==> src/rtl/tp_pkg.sv <==
package tp_pkg;

    typedef enum logic {
        BANK_A = 1'b0,
        BANK_B = 1'b1
    } bank_e;

    function automatic bank_e other_bank(bank_e b);
        return (b == BANK_A) ? BANK_B : BANK_A;
    endfunction

endpackage

==> src/rtl/tp_bank_ram.sv <==
module tp_bank_ram #(
    parameter int DATA_W = 12,
    parameter int AW     = 6
) (
    input  logic              clk,
    input  logic              we,
    input  logic [AW-1:0]     waddr,
    input  logic [DATA_W-1:0] wdata,
    input  logic              re,
    input  logic [AW-1:0]     raddr,
    output logic [DATA_W-1:0] rdata
);
    localparam int WORDS = 2 ** AW;

    logic [DATA_W-1:0] mem_q [WORDS];

    always_ff @(posedge clk) begin
        if (we) begin
            mem_q[waddr] <= wdata;
        end
        if (re) begin
            rdata <= mem_q[raddr];
        end
    end
endmodule

==> src/rtl/tp_ctrl.sv <==
module tp_ctrl
    import tp_pkg::*;
#(
    parameter int LOG_DIM = 3
) (
    input  logic                   clk,
    input  logic                   rst_n,
    input  logic                   in_valid,
    output logic                   in_ready,
    output logic [1:0]             bank_we,
    output logic [2*LOG_DIM-1:0]   wr_addr,
    output logic [1:0]             bank_re,
    output logic [2*LOG_DIM-1:0]   rd_addr,
    output logic                   out_valid,
    output logic                   out_sob,
    output bank_e                  out_bank
);
    localparam int AW = 2 * LOG_DIM;
    localparam logic [AW-1:0] LAST = {AW{1'b1}};

    typedef struct packed {
        logic [AW-1:0] wr_cnt;
        logic [AW-1:0] rd_cnt;
        bank_e         wr_bank;
        bank_e         rd_bank;
        logic [1:0]    full;
        logic          out_valid;
        logic          out_sob;
        bank_e         out_bank;
    } state_t;

    state_t s_d, s_q;
    logic   wr_fire, rd_fire;

    always_comb begin
        s_d     = s_q;
        wr_fire = in_valid && !s_q.full[s_q.wr_bank];
        rd_fire = s_q.full[s_q.rd_bank];

        if (wr_fire) begin
            s_d.wr_cnt = s_q.wr_cnt + 1'b1;
            if (s_q.wr_cnt == LAST) begin
                s_d.full[s_q.wr_bank] = 1'b1;
                s_d.wr_bank           = other_bank(s_q.wr_bank);
            end
        end

        if (rd_fire) begin
            s_d.rd_cnt = s_q.rd_cnt + 1'b1;
            if (s_q.rd_cnt == LAST) begin
                s_d.full[s_q.rd_bank] = 1'b0;
                s_d.rd_bank           = other_bank(s_q.rd_bank);
            end
        end

        s_d.out_valid = rd_fire;
        s_d.out_sob   = rd_fire && (s_q.rd_cnt == '0);
        s_d.out_bank  = s_q.rd_bank;
    end

    always_ff @(posedge clk) begin
        if (!rst_n) begin
            s_q <= '{wr_cnt: '0, rd_cnt: '0, wr_bank: BANK_A, rd_bank: BANK_A,
                     full: 2'b00, out_valid: 1'b0, out_sob: 1'b0, out_bank: BANK_A};
        end else begin
            s_q <= s_d;
        end
    end

    // Row-major write: the count is row*DIM+col.
    // Column-major read: the row index is the fast-running low field.
    assign wr_addr = s_q.wr_cnt;
    assign rd_addr = {s_q.rd_cnt[LOG_DIM-1:0], s_q.rd_cnt[AW-1:LOG_DIM]};

    for (genvar g = 0; g < 2; g++) begin : g_sel
        assign bank_we[g] = wr_fire && (s_q.wr_bank == bank_e'(g));
        assign bank_re[g] = rd_fire && (s_q.rd_bank == bank_e'(g));
    end

    assign in_ready  = !s_q.full[s_q.wr_bank];
    assign out_valid = s_q.out_valid;
    assign out_sob   = s_q.out_sob;
    assign out_bank  = s_q.out_bank;
endmodule

==> src/rtl/transpose_pingpong.sv <==
module transpose_pingpong
    import tp_pkg::*;
#(
    parameter int DATA_W  = 12,
    parameter int LOG_DIM = 3
) (
    input  logic              clk,
    input  logic              rst_n,
    input  logic              in_valid,
    input  logic [DATA_W-1:0] in_data,
    output logic              in_ready,
    output logic              out_valid,
    output logic              out_sob,
    output logic [DATA_W-1:0] out_data
);
    localparam int AW = 2 * LOG_DIM;

    logic [1:0]        bank_we, bank_re;
    logic [AW-1:0]     wr_addr, rd_addr;
    bank_e             out_bank;
    logic [DATA_W-1:0] bank_rdata [2];

    tp_ctrl #(.LOG_DIM(LOG_DIM)) i_ctrl (
        .clk      (clk),
        .rst_n    (rst_n),
        .in_valid (in_valid),
        .in_ready (in_ready),
        .bank_we  (bank_we),
        .wr_addr  (wr_addr),
        .bank_re  (bank_re),
        .rd_addr  (rd_addr),
        .out_valid(out_valid),
        .out_sob  (out_sob),
        .out_bank (out_bank)
    );

    for (genvar g = 0; g < 2; g++) begin : g_bank
        tp_bank_ram #(.DATA_W(DATA_W), .AW(AW)) i_ram (
            .clk  (clk),
            .we   (bank_we[g]),
            .waddr(wr_addr),
            .wdata(in_data),
            .re   (bank_re[g]),
            .raddr(rd_addr),
            .rdata(bank_rdata[g])
        );
    end

    assign out_data = bank_rdata[out_bank];
endmodule

==> config.mk <==
export PLATFORM = sky130hd
export DESIGN_NAME = transpose_pingpong
export DESIGN_NICKNAME = d
export VERILOG_FILES = /design/src/rtl/tp_pkg.sv /design/src/rtl/tp_bank_ram.sv /design/src/rtl/tp_ctrl.sv /design/src/rtl/transpose_pingpong.sv
export SDC_FILE = /design/constraint.sdc
export NUM_CORES = 1
export LEC_CHECK = 0
export BUFFER_PORTS_ARGS = -buffer_cell sky130_fd_sc_hd__buf_2
export CAP_MARGIN = 5
export CORE_MARGIN = 2
export CORE_UTILIZATION = 40
export CTS_CLUSTER_SIZE = 24
export DETAILED_ROUTE_END_ITERATION = 10
export GPL_TIMING_DRIVEN = 1
export PLACE_DENSITY = 0.65
export SKIP_CTS_REPAIR_TIMING = 1
export SYNTH_ARGS = -nofsm -noshare
export SYNTH_HDL_FRONTEND = slang
export SYNTH_SLANG_ARGS = --single-unit
==> constraint.sdc <==
create_clock -name clk -period 3.7 [get_ports clk]
set_input_delay 1.11 -clock clk [delete_from_list [all_inputs] [get_ports clk]]
set_output_delay 1.11 -clock clk [all_outputs]
set_load 0.1 [all_outputs]
==> impl_metrics.yaml, run 1 <==
cells_and_area:
  fin_area_mm2: 0.0698
  drive_above_1_share_pct: 28.0
  final_net_count: 3016
  area_growth_pct: 14.6
  utilization_pct: 46.0
drt:
  drtIter0Drc: 3574
  drt_first_pass_iters: 7
  wl_mm: 141
  ant_nets: 0
  drc: 0
  via_count: 28700
  wl_per_cell_um: 27.4
  routed_via_density: 5.56
synth:
  synthArstFlopShare_pct: 0
  synth-warning-count: 0
  synth_flop_cell: "edfxtp_1"
  ys_seq_area_share_pct: 77.6
  synth_nets: 2760
  synth-seq-cells: 1579
  syn_avg_cell_area_um2: 22.2
  syn_area_mm2: 0.0608
  synth-edff-count: 1560
  ys_types: 46
  synthCells: 2742
floorplanning:
  die_h_um: 394
  initial_core_util_pct: 40.2
  ios: 30
  die_w_um: 394
  num_rows: 143
  core_mm2: 0.152
  die-area_mm2: 0.155
power:
  vdd_ir_drop_max_mv: 0.477
  internal_power_mw: 28.5
  pwr-share-seq_pct: 55.3
  p_switching_mw: 7.01
  p_total_mw: 35.6
  p_clk_share_pct: 43.2
  p_per_area_mw_per_mm2: 510
  power.leakage_nw: 21.0
  comb_power_share_pct: 1.5
  power.share.switching_pct: 19.7
setup_path:
  critPathLaunch: "i_ctrl.out_bank"
  r2r_setup_slack_ns: 0.85
  r2r-start: "i_ctrl.wr_addr[0]"
  cp.arrival_ns: 2.34
  ff2ff_path_depth: 5
  worstReg2RegEnd: "g_bank[0].i_ram.mem_q[25][6]"
  worstSetupEndpoint: "out_data[5]"
  critPathCaptureType: "output port"
  crit_type: "reg2out"
  critPathMaxFanout: 12
  setup.worst_path.start_class: "flip-flop"
  worstPathRequired_ns: 2.59
place:
  gp_congestion: 0.851
  dpl_cell_area_mm2: 0.0648
  dp_hpwl_mm: 85.9
  io_buffers: 29
sta:
  hold_violations: 0
  whs_ns: 0.579
  rsz0062_at_grt: "false"
  maxSlewHeadroom_pct: 30.0
  tns_ns: 0
  min_period_over_period_pct: 93.3
  finalSetupViolCount: 0
  tightest_slew_ns: 1.05
  drv_slew: 0
  clock.fmax_mhz: 290
  clock-skew-final_ns: 0.0201
  period_needed_ns: 3.45
cts:
  clock_latency_ns: 0.79
  clk_pin_slew_worst_paths_ns: 0.06
  clock_path_buffers: 3
  clkSinkCount: 1579
  cts_tree: "yes"
  h-tree-depth: 4
  cts-root-buf: "clkbuf_16"
  cts_made_buffers: 158
grt:
  grt_pass1_vias: 28700
  antenna_found_initial: 3
  grt_usage_pct: 18.1
  grt_max_degree: 85
  grt_pass1_wl_mm: 205
  gr-total-overflow: 0
run:
  max_cap_violations: 0
status:
  outcome: "completed"
worst_hold_path:
  hold_path.class: "reg2reg"
## area by class of cell
type / instances / area (um^2)
Tap cell: 2030 / 2540
Multi-Input combinational cell: 990 / 12700
Fill cell: 12400 / 81800
Clock inverter: 81 / 736
Timing Repair Buffer: 254 / 2260
Inverter: 15 / 56.3
Clock buffer: 206 / 4230
Sequential cell: 1579 / 47200
Antenna cell: 1 / 2.50
## state kept, by name (all words and copies together) (netlist names)
signal              cells
i_ctrl.out_bank         1
i_ctrl.out_sob          1
i_ctrl.out_valid        1
i_ctrl.s_q              3
g_bank.i_ram.rdata     24
i_ctrl.s_d              1
i_ctrl.rd_addr          6
i_ctrl.wr_addr          6
g_bank.i_ram.mem_q   1536
## power by group through the flow
stage                     combinational [mW]  sequential (mW)  clock, mW
after floorplan                       0.0825             20.1          0
after global placement                 0.509             20.1          0
after detailed placement               0.525             20.1          0
after CTS                              0.523             19.7       15.6
after global routing                   0.554             19.7       16.4
final                                  0.520             19.7       15.4
## critical path, cell delays in order, from the launching register on
cell     delay, ns
dfxtp_1       0.68
mux2_2        0.40
buf_2         0.47
## through the flow
step / instances / setup slack, ns
after CTS: 5155 / 0.215
after detailed placement: 4868 / 0.522
after global placement: 4868 / 0.514
after floorplan: 2742 / 0.376
after global routing: 5155 / 0.138
final: 5156 / 0.249
## cell families (layout without fill, tap and decap cells)
family	after synthesis	in the layout	synth area share, %
compound gates	202	202	2.38
xor+xnor	11	11	0.158
fa+ha+maj	3	3	0.0617
buf+inv	173	556	1.55
flops	1579	1579	77.6
mux	526	526	16.4
other cells	0	1	0
simple gates	248	248	1.82
## worst min path at each step
stage,from,to,slack (ns),depth (start not counted)
floorplan,i_ctrl.s_q[4],i_ctrl.s_q[4],0.52,2
CTS,i_ctrl.rd_addr[3],i_ctrl.rd_addr[3],0.58,2
global route,i_ctrl.s_d[0],i_ctrl.out_bank,0.61,1
finish,i_ctrl.rd_addr[3],i_ctrl.rd_addr[3],0.58,2
detailed placement,i_ctrl.rd_addr[3],i_ctrl.rd_addr[3],0.57,2
global placement,i_ctrl.rd_addr[3],i_ctrl.rd_addr[3],0.55,2
## synth_stat cells (all sizes together) (2+ instances only)
library cell | count | area [um^2]
inv | 14 | 52.6
a221oi | 44 | 385
xor2 | 4 | 35.0
or2 | 2 | 12.5
or3b | 3 | 26.3
and2 | 6 | 37.5
mux2i | 133 | 1330
edfxtp | 1560 | 46800
nor2b | 24 | 150
a22o | 22 | 193
dfxtp | 19 | 380
nand3 | 12 | 60.1
o221ai | 26 | 228
nand3b | 5 | 37.5
o21ai | 27 | 135
a311o | 2 | 20.0
a211oi | 23 | 173
mux4 | 376 | 8470
nand4 | 5 | 37.5
a2bb2oi | 2 | 17.5
or3 | 5 | 31.3
buf | 81 | 597
clkbuf | 77 | 289
a22oi | 4 | 30.0
a21oi | 50 | 250
mux2 | 17 | 191
xnor2 | 7 | 61.3
nand2 | 27 | 101
nor2 | 154 | 578
ha | 3 | 37.5
## routing by layer
metal / part of all wire (%) / global-route usage, % / vias to the layer above
met5: 0.0092 / 0 / -
met4: 2.3 / 5.35 / 2
met2: 47 / 27.7 / 1182
met3: 8.3 / 4.03 / 182
met1: 42 / 26.3 / 15200
li1: - / - / 12100
## cell usage in the layout (no fill, tap or decap), drive strengths merged, types with 2 or more instances in the layout
cell      synthesis  layout
a22oi             4       4
nand3b            5       5
nand3            12      12
mux4            376     376
a21oi            50      50
xor2              4       4
clkinv            1      58
and2              6       6
nand2            27      27
or2               2       2
bufinv            0      10
nor2b            24      24
a221oi           44      44
nand4             5       5
mux2             17      17
clkbuf           77     206
a311o             2       2
or3b              3       3
a2bb2oi           2       2
nor2            154     154
a22o             22      22
xnor2             7       7
mux2i           133     133
clkinvlp          0       6
inv              14      22
edfxtp         1560    1560
dfxtp            19      19
buf              81     254
or3               5       5
o221ai           26      26
a211oi           23      23
ha                3       3
o21ai            27      27
Power figures use the tool's default switching activity.
==> run 2: changes to the inputs <==
BUFFER_PORTS_ARGS = default   (was -buffer_cell sky130_fd_sc_hd__buf_2)
DONT_BUFFER_PORTS = 1   (was default)
==> impl_metrics.yaml, run 2 (synthesis results as in run 1) <==
setup_path:
  cp.arrival_ns: 2.30
  crit_cells: 1
  worstSetupEndpoint: "out_data[0]"
  crit_chain: "mux2_2"
  r2r-start: "i_ctrl.rd_addr[2]"
  path_buf_inv: 0
  crit_path_max_incr_delay_ns: 0.76
  r2r_setup_slack_ns: 0.87
  ff2ff_path_depth: 5
  critPathLaunch: "i_ctrl.out_bank"
  critPathMaxFanout: 12
  slowest_stage: "dfxtp_1"
  critPathCaptureType: "output port"
  critPathTopFamily: "flip-flops"
  worstReg2RegEnd: "g_bank[1].i_ram.rdata[8]"
  crit_type: "reg2out"
  setup.worst_path.start_class: "flip-flop"
  worstPathRequired_ns: 2.59
place:
  gp_congestion: 0.815
  io_buffers: 0
  dp_hpwl_mm: 79.7
  dp_slack_ns: 0.828
cts:
  clkSinkCount: 1579
  cts_made_buffers: 156
  cts_tree: "yes"
  cts-root-buf: "clkbuf_16"
  clock_latency_ns: 0.78
  clock_path_buffers: 3
  h-tree-depth: 4
  clk_pin_slew_worst_paths_ns: 0.06
power:
  vdd_ir_drop_max_mv: 0.405
  p_total_mw: 35.4
  power.leakage_nw: 20.6
  p_per_area_mw_per_mm2: 511
cells_and_area:
  largest_reg_flops: 1536
  diodes: 0
  drive_above_1_share_pct: 26.7
  reg_top3: "g_bank.i_ram.mem_q: 1536 flops, g_bank.i_ram.rdata: 24 flops"
  largest_register: "g_bank.i_ram.mem_q"
  utilization_pct: 45.7
  final_net_count: 2954
  layout_commonest_cell: "edfxtp_1"
  final_cell_mix: "edfxtp_1 (1560), mux4_2 (376), buf_4 (175), clkbuf_16 (162), nor2_1 (152)"
  area_growth_pct: 13.8
sta:
  clock-skew-final_ns: 0.0216
  clock.fmax_mhz: 293
  tns_ns: 0
  min_period_over_period_pct: 92.2
  hold_violations: 0
  postLayoutSetupSlackWorst_ns: 0.287
  rsz0062_at_grt: "false"
  maxSlewHeadroom_pct: 37.0
  period_needed_ns: 3.41
  tightest_slew_ns: 0.944
  finalSetupViolCount: 0
  drv_slew: 0
floorplanning:
  core_mm2: 0.152
  die_h_um: 394
  ios: 30
  die-area_mm2: 0.155
  num_rows: 143
  die_w_um: 394
  initial_core_util_pct: 40.2
grt:
  antenna_found_initial: 1
  grt_max_degree: 129
  met3_usage_pct: 4.33
  grt_usage_pct: 18.0
  grt_pass1_vias: 28700
  grt_pass1_wl_mm: 204
  use_met2_pct: 28.5
  grtUsageMet1_pct: 25.1
  gr-total-overflow: 0
  grt.busiest_layer: "met2"
drt:
  drc: 0
  via_count: 28300
  drt_first_pass_iters: 5
  wl_mm: 140
  drtIter0Drc: 2920
  wl_per_cell_um: 27.5
  ant_nets: 0
  routed_via_density: 5.57
worst_hold_path:
  hold_path.class: "in2reg"
status:
  outcome: "completed"
run:
  max_cap_violations: 0
==> run 2: cell count changes in the layout (fill, tap and decap cells not counted), moves of 3 or more <==
cell | before | now
buf_12 | 32 | 19
bufinv_16 | 10 | 14
buf_2 | 17 | 0
buf_4 | 205 | 175
inv_6 | 6 | 3
clkinv_1 | 30 | 38
clkbuf_1 | 42 | 29
==> run 2: final cells by class <==
class / instances / area (um^2)
Inverter: 15 / 56.3
Sequential cell: 1579 / 47200
Tap cell: 2030 / 2540
Timing Repair Buffer: 194 / 1690
Fill cell: 12500 / 82300
Clock inverter: 91 / 835
Multi-Input combinational cell: 990 / 12700
Clock buffer: 192 / 4180
==> run 2: worst min-delay path by stage <==
stage,startpoint,endpoint,slack [ns],cells past startpoint
3_3_place_gp,i_ctrl.s_d[0],i_ctrl.out_bank,0.56,1
5_1_grt,in_data[6],g_bank[0].i_ram.mem_q[63][6],0.40,0
3_5_place_dp,i_ctrl.s_d[0],i_ctrl.out_bank,0.57,1
4_1_cts,in_data[10],g_bank[0].i_ram.mem_q[14][10],0.40,0
6_report,in_data[2],g_bank[1].i_ram.mem_q[28][2],0.44,0
2_1_floorplan,i_ctrl.s_q[4],i_ctrl.s_q[4],0.52,2
==> run 2: where the power goes <==
group / switching, mW / internal (mW) / total, mW
registers: 0.0108 / 19.7 / 19.7
clock network: 6.58 / 8.99 / 15.6
logic: 0.0961 / 0.0485 / 0.145
==> run 2: metrics by stage <==
step / std cells / instance area [um^2] / hold slack (ns)
6_report: 5091 / 69200 / 0.437
5_1_grt: 5091 / 69200 / 0.396
4_1_cts: 5091 / 69200 / 0.396
3_5_place_dp: 4808 / 64200 / 0.566
3_3_place_gp: 4808 / 64200 / 0.564
2_1_floorplan: 2742 / 60800 / 0.518
==> run 2: per-layer routing <==
metal	vias up	routed length, um
met5	-	13
met4	2	3150
li1	11900	-
met1	15300	58200
met2	962	67600
met3	175	10800
